### config.mk
export PLATFORM = sky130hd
export DESIGN_NAME = pint_bank
export DESIGN_NICKNAME = d
export VERILOG_FILES = /design/src/rtl/pint_pkg.sv /design/src/rtl/pint_sync.sv /design/src/rtl/pint_route.sv /design/src/rtl/pint_regs.sv /design/src/rtl/pint_detect.sv /design/src/rtl/pint_bank.sv
export SDC_FILE = /design/constraint.sdc
export NUM_CORES = 1
export LEC_CHECK = 0
export BUFFER_PORTS_ARGS = -buffer_cell sky130_fd_sc_hd__buf_4
export CAP_MARGIN = 10
export CORE_UTILIZATION = 60
export CTS_CLUSTER_DIAMETER = 120
export DETAILED_ROUTE_END_ITERATION = 8
export PLACE_DENSITY = 0.79
export SLEW_MARGIN = 30
export SYNTH_ARGS = -nofsm -noshare
export SYNTH_HDL_FRONTEND = slang
export SYNTH_SLANG_ARGS = --single-unit
### constraint.sdc
create_clock -name clk -period 3.9 [get_ports clk]
set_input_delay 0.39 -clock clk [delete_from_list [all_inputs] [get_ports clk]]
set_output_delay 0.39 -clock clk [all_outputs]
set_load 0.03 [all_outputs]
### src/rtl/pint_pkg.sv
package pint_pkg;
  localparam int ADDR_W = 4;
  localparam logic [ADDR_W-1:0] A_MSK_SET = 4'd0;
  localparam logic [ADDR_W-1:0] A_MSK_CLR = 4'd1;
  localparam logic [ADDR_W-1:0] A_EDG_SET = 4'd2;
  localparam logic [ADDR_W-1:0] A_EDG_CLR = 4'd3;
  localparam logic [ADDR_W-1:0] A_INV_SET = 4'd4;
  localparam logic [ADDR_W-1:0] A_INV_CLR = 4'd5;
  localparam logic [ADDR_W-1:0] A_BTH_SET = 4'd6;
  localparam logic [ADDR_W-1:0] A_BTH_CLR = 4'd7;
  localparam logic [ADDR_W-1:0] A_REQ     = 4'd8;
  localparam logic [ADDR_W-1:0] A_ROUTE   = 4'd9;
  localparam logic [ADDR_W-1:0] A_PINS    = 4'd10;
endpackage

### src/rtl/pint_sync.sv
module pint_sync #(
  parameter int WIDTH  = 32,
  parameter int STAGES = 2
) (
  input  logic             clk,
  input  logic             rst_n,
  input  logic [WIDTH-1:0] d,
  output logic [WIDTH-1:0] q
);
  logic [WIDTH-1:0] stg_q [STAGES];

  always_ff @(posedge clk or negedge rst_n) begin
    if (!rst_n) begin
      for (int s = 0; s < STAGES; s++) stg_q[s] <= '0;
    end else begin
      stg_q[0] <= d;
      for (int s = 1; s < STAGES; s++) stg_q[s] <= stg_q[s-1];
    end
  end

  assign q = stg_q[STAGES-1];
endmodule

### src/rtl/pint_route.sv
module pint_route #(
  parameter int LANES     = 4,
  parameter int LANE_W    = 8,
  parameter int NUM_PORTS = 4
) (
  input  logic [NUM_PORTS*2*LANE_W-1:0] ports,
  input  logic [LANES*8-1:0]            route,
  output logic [LANES*LANE_W-1:0]       lanes
);
  localparam int PORT_W = 2 * LANE_W;

  for (genvar l = 0; l < LANES; l++) begin : g_lane
    logic [7:0]        sel;
    logic [LANE_W-1:0] val;
    assign sel = route[l*8 +: 8];
    always_comb begin
      val = '0;
      for (int p = 0; p < NUM_PORTS; p++) begin
        if (sel == 8'(p)) val = ports[p*PORT_W + (l % 2)*LANE_W +: LANE_W];
      end
    end
    assign lanes[l*LANE_W +: LANE_W] = val;
  end
endmodule

### src/rtl/pint_regs.sv
module pint_regs
  import pint_pkg::*;
#(
  parameter int WIDTH = 32,
  parameter int LANES = 4
) (
  input  logic              clk,
  input  logic              rst_n,
  input  logic              bus_we,
  input  logic [ADDR_W-1:0] bus_addr,
  input  logic [WIDTH-1:0]  bus_wdata,
  output logic [WIDTH-1:0]  mask_q,
  output logic [WIDTH-1:0]  edge_q,
  output logic [WIDTH-1:0]  inv_q,
  output logic [WIDTH-1:0]  both_q,
  output logic [LANES*8-1:0] route_q
);
  logic [WIDTH-1:0]   mask_n, edge_n, inv_n, both_n;
  logic [LANES*8-1:0] route_n;

  always_comb begin
    mask_n  = mask_q;
    edge_n  = edge_q;
    inv_n   = inv_q;
    both_n  = both_q;
    route_n = route_q;
    case (bus_addr)
      A_MSK_SET: mask_n = mask_q | bus_wdata;
      A_MSK_CLR: mask_n = mask_q & ~bus_wdata;
      A_EDG_SET: edge_n = edge_q | bus_wdata;
      A_EDG_CLR: edge_n = edge_q & ~bus_wdata;
      A_INV_SET: inv_n  = inv_q | bus_wdata;
      A_INV_CLR: inv_n  = inv_q & ~bus_wdata;
      A_BTH_SET: both_n = both_q | bus_wdata;
      A_BTH_CLR: both_n = both_q & ~bus_wdata;
      A_REQ:     inv_n  = inv_q ^ (bus_wdata & both_q);
      A_ROUTE:   route_n = bus_wdata[LANES*8-1:0];
      default: ;
    endcase
  end

  always_ff @(posedge clk or negedge rst_n) begin
    if (!rst_n) begin
      mask_q  <= '0;
      edge_q  <= '0;
      inv_q   <= '0;
      both_q  <= '0;
      route_q <= '0;
    end else if (bus_we) begin
      mask_q  <= mask_n;
      edge_q  <= edge_n;
      inv_q   <= inv_n;
      both_q  <= both_n;
      route_q <= route_n;
    end
  end


  both_flip_chk: assert property (@(posedge clk) disable iff (!rst_n)
    (bus_we && bus_addr == A_REQ) |=> (inv_q == ($past(inv_q) ^ $past(bus_wdata & both_q))));


  mask_set_chk: assert property (@(posedge clk) disable iff (!rst_n)
    (bus_we && bus_addr == A_MSK_SET) |=> ((mask_q & $past(bus_wdata)) == $past(bus_wdata)));
endmodule

### src/rtl/pint_detect.sv
module pint_detect #(
  parameter int WIDTH = 32
) (
  input  logic             clk,
  input  logic             rst_n,
  input  logic [WIDTH-1:0] pins_sync,
  input  logic [WIDTH-1:0] inv_q,
  input  logic [WIDTH-1:0] edge_mode,
  input  logic [WIDTH-1:0] clr_vec,
  output logic [WIDTH-1:0] inv_val,
  output logic [WIDTH-1:0] edge_det,
  output logic [WIDTH-1:0] req_q
);
  logic [WIDTH-1:0] prev_q;
  logic [WIDTH-1:0] req_n;

  assign inv_val  = pins_sync ^ inv_q;
  assign edge_det = inv_val & ~prev_q;

  always_comb begin
    req_n = (edge_mode & ((req_q & ~clr_vec) | edge_det))
          | (~edge_mode & inv_val);
  end

  always_ff @(posedge clk or negedge rst_n) begin
    if (!rst_n) begin
      prev_q <= '0;
      req_q  <= '0;
    end else begin
      prev_q <= inv_val;
      req_q  <= req_n;
    end
  end


  edge_wins_chk: assert property (@(posedge clk) disable iff (!rst_n)
    (|(edge_det & edge_mode & clr_vec)) |=>
      ((req_q & $past(edge_det & edge_mode & clr_vec)) == $past(edge_det & edge_mode & clr_vec)));
endmodule

### src/rtl/pint_bank.sv
module pint_bank
  import pint_pkg::*;
#(
  parameter int LANES     = 4,
  parameter int LANE_W    = 8,
  parameter int NUM_PORTS = 4,
  parameter int SYNC_STG  = 2,
  localparam int WIDTH    = LANES * LANE_W,
  localparam int IDX_W    = $clog2(WIDTH),
  localparam int PINS_W   = NUM_PORTS * 2 * LANE_W
) (
  input  logic              clk,
  input  logic              rst_n,
  input  logic              bus_we,
  input  logic [ADDR_W-1:0] bus_addr,
  input  logic [WIDTH-1:0]  bus_wdata,
  output logic [WIDTH-1:0]  bus_rdata,
  input  logic [PINS_W-1:0] port_pins,
  output logic              irq,
  output logic [IDX_W-1:0]  pend_idx
);
  logic [WIDTH-1:0]   mask_q, edge_q, inv_q, both_q;
  logic [LANES*8-1:0] route_q;
  logic [WIDTH-1:0]   lane_pins, pins_sync, inv_val, edge_det, req_q;
  logic [WIDTH-1:0]   clr_vec, pend_vec;

  pint_regs #(.WIDTH(WIDTH), .LANES(LANES)) u_regs (
    .clk(clk), .rst_n(rst_n), .bus_we(bus_we), .bus_addr(bus_addr),
    .bus_wdata(bus_wdata), .mask_q(mask_q), .edge_q(edge_q),
    .inv_q(inv_q), .both_q(both_q), .route_q(route_q)
  );

  pint_route #(.LANES(LANES), .LANE_W(LANE_W), .NUM_PORTS(NUM_PORTS)) u_route (
    .ports(port_pins), .route(route_q), .lanes(lane_pins)
  );

  pint_sync #(.WIDTH(WIDTH), .STAGES(SYNC_STG)) u_sync (
    .clk(clk), .rst_n(rst_n), .d(lane_pins), .q(pins_sync)
  );

  always_comb begin
    clr_vec = '0;
    if (bus_we && (bus_addr == A_REQ || bus_addr == A_MSK_SET)) clr_vec = bus_wdata;
  end

  pint_detect #(.WIDTH(WIDTH)) u_det (
    .clk(clk), .rst_n(rst_n), .pins_sync(pins_sync), .inv_q(inv_q),
    .edge_mode(edge_q), .clr_vec(clr_vec), .inv_val(inv_val),
    .edge_det(edge_det), .req_q(req_q)
  );

  assign pend_vec = req_q & mask_q;
  assign irq      = |pend_vec;

  always_comb begin
    pend_idx = '0;
    for (int i = WIDTH - 1; i >= 0; i--) begin
      if (pend_vec[i]) pend_idx = IDX_W'(i);
    end
  end

  always_comb begin
    case (bus_addr)
      A_MSK_SET, A_MSK_CLR: bus_rdata = mask_q;
      A_EDG_SET, A_EDG_CLR: bus_rdata = edge_q;
      A_INV_SET, A_INV_CLR: bus_rdata = inv_q;
      A_BTH_SET, A_BTH_CLR: bus_rdata = both_q;
      A_REQ:                bus_rdata = req_q;
      A_ROUTE:              bus_rdata = WIDTH'(route_q);
      A_PINS:               bus_rdata = inv_val;
      default:              bus_rdata = '0;
    endcase
  end


  unmask_clear_chk: assert property (@(posedge clk) disable iff (!rst_n)
    (bus_we && bus_addr == A_MSK_SET) |=> ((req_q & edge_q & $past(bus_wdata & ~edge_det)) == 0));


  pend_valid_chk: assert property (@(posedge clk) disable iff (!rst_n)
    irq |-> (req_q[pend_idx] && mask_q[pend_idx]));


  pend_lowest_chk: assert property (@(posedge clk) disable iff (!rst_n)
    irq |-> ((req_q & mask_q & ((WIDTH'(1) << pend_idx) - WIDTH'(1))) == 0));
endmodule

==> impl_results.md <==
* Outcome: complete, no violations
* Type of origin of the critical path: input port
* Register Area at 7210 sq um
* Worst slew margin at 42.5%
* Final Hold Viols at 0
* Clk Latency, worst-skew pair at 0.57 ns
* DR DRC count at 0
* Drt first-iter violations at 1517
* Clock Skews at 0.0183 ns
* DR pass1 iterations at 8
* Multi-input gate area at 6400 sq um
* Via count at 12400
* CTS Buf Count at 31
* Critical path type: in -> out
* Drt wl/cell at 23.8 um
* Top-count cell post-synth: dfrtp_1
* Power Density at 601 nW/um^2
* First-pass GRT wire length at 69000 um
* RR Startpoint: u_regs.route_q[8]$_DFFE_PN0P_
* Placed Cells at 1800
* Initial core utilization at 61.8%
* DR vias/cell at 6.64
* Register area share after synthesis at 50.9%
* Final worst slack at 0.660 ns
* Layout Cells excl Fill at 1860
* Final setup fails at 0
* VDD IR max at 0.000432 V
* Max Clock Freq at 0.309 GHz
* Leak pwr at 7.87 nW
* CP max FO at 39
* Die W at 156 um
* Critical Path Start: bus_addr[3]
* Area Growth Syn to Fin at 18.1%
* Post-DRT Antenna Nets at 0
* Port bufs at 140
* Rows at 55
* Vias in the first global route at 12400
* H-tree levels at 1
* Hold buffers post-CTS at 0
* Post-synth top area share at 50.9%
* CP endpoint kind: output port
* IO Pins at 141
* CTS tree: yes
* Post-Synthesis Cells at 1398
* Hold path startpoint: bus_wdata[13]
* All-Layer GR Usage at 37.5%
* Asr flop ratio synth at 100%
* Post-DP HPWL at 29000 um
* Fin Setup TNS at 0 ns
* Initial antenna violation count at 0
* Fin util at 72.9%
* Total of max-cap violations at 0
* Area leader, netlist: dfrtp_1
* Area contributors post-synth: dfrtp_1, nand2_1, mux4_2, o21ai_1, mux2i_1
* Clock tree buffer depth at 3
* Min cycle time layout at 3.24 ns
* Synth cell types at 46
* Post-synth design cell area at 14200 sq um
* Pin count of the biggest net entering global routing at 130
* Synth Net Count at 1501
* Critical Path RT at 3.51 ns
* Placement Cell Area at 15600 sq um
* Post-route cell area at 16700 sq um
* Worst min-delay path class: in -> reg
* Prevailing post-synth register cell: dfrtp_1
* Crit share post-route at 83.1%
* Antenna Cells at 0
* Mapped Avg Cell Area at 10.1 sq um
* Core Footprint at 22900 sq um
* Final net count at 1625
* Clock-pin slew on the worst setup and hold paths at 0.06 ns
* Worst slew pin tran at 0.863 ns
* Total gr overflow at 0
* Fraction of layout cells with a size suffix above 1 at 18.6%
* Post-CTS Setup Repair Bufs at 0
* Die H at 156 um
* Final wirelength at 44200 um
* Root Driver: clkbuf_16
* Synth warn at 0
* # fillers at 1634
* Slew Viols, Final at 0
* Die area at 24200 sq um
* Clock sink count at 288
* RSZ-0062 raised after global routing: false
* GP Congestion at 0.940
* FF+latch count, synth at 288
* Post-place setup slack at 0.802 ns
* Crit path DAT at 2.85 ns
* Number of synthesized flops with an enable pin at 0
* Top cells by count, synth: dfrtp_1, nand2_1, o21ai_1
* Cts repair resizes at 0
## critical path, cell delays in order
cell      delay (ns)
buf_4           0.49
nor3b_2         0.47
and2_1          0.43
buf_4           0.37
and3_1          0.19
a221oi_1        0.05
o211ai_1        0.20
buf_4           0.23
## kinds of logic after synthesis
logic type / synth area share [%]
mux: 12.0
buf+inv: 4.23
compound gates: 18.3
xor+xnor: 1.98
flops: 50.9
simple gates: 12.5
## path summary, 6_finish.rpt
path,to,slack [ns],cells past startpoint
setup / recovery,bus_rdata[23],0.66,8
hold / removal,u_regs.route_q[13]$_DFFE_PN0P_,0.1,2
setup reg to reg,u_sync.stg_q[42]$_DFF_PN0_,2.13,2
hold reg to reg,u_sync.q[29]$_DFF_PN0_,0.35,0
max in group asynchronous,u_sync.q[3]$_DFF_PN0_,2.80,3
min in group asynchronous,u_sync.q[28]$_DFF_PN0_,0.34,2
## routing by layer
layer	global-route usage, %	wire length (um)	vias up
met4	16.9	2070	0
met5	0	0	-
li1	-	-	5296
met1	49.9	16600	6062
met2	59.4	20500	832
met3	8.19	4980	165
## layout make-up
type | instances | share of cell area [%]
clock buffers | 45 | 5.43
clock inverters | 13 | 1.16
inverters | 66 | 1.48
multi-input cells | 964 | 38.3
flip-flops and latches | 288 | 43.1
well taps | 313 | 2.34
repair buffers | 171 | 8.16
## stage by stage
step | total power [mW] | hold WS (ns)
5_1_grt | 10.5 | 0.105
3_5_place_dp | 6.84 | 0.335
2_1_floorplan | 5.84 | 0.0944
6_report | 10.0 | 0.0952
3_3_place_gp | 6.72 | 0.331
4_1_cts | 9.98 | 0.00196
## power by group
group	leakage, nW	switching (mW)	total (mW)	internal (mW)
clock network	0.549	1.22	3.16	1.94
registers	3.59	0.836	4.54	3.71
logic	3.72	1.28	2.35	1.06
total	7.87	3.34	10.0	6.70
## cells in the final DEF (no fill, tap or decap), types with 27 or more instances in the layout
master | Yosys | routed
buf_4 | 1 | 164
xor2_1 | 32 | 32
o21ai_1 | 119 | 118
mux2i_1 | 44 | 44
a32o_1 | 36 | 36
a22oi_1 | 28 | 28
mux2_1 | 30 | 30
and3_1 | 49 | 49
o21ai_0 | 76 | 76
nand2_1 | 283 | 282
mux4_2 | 32 | 32
a221oi_1 | 27 | 27
a31oi_1 | 37 | 37
dfrtp_1 | 288 | 288
nor2_1 | 42 | 39
inv_1 | 65 | 65
clkbuf_16 | 0 | 31
No activity file was read; power rests on OpenSTA's default activity.
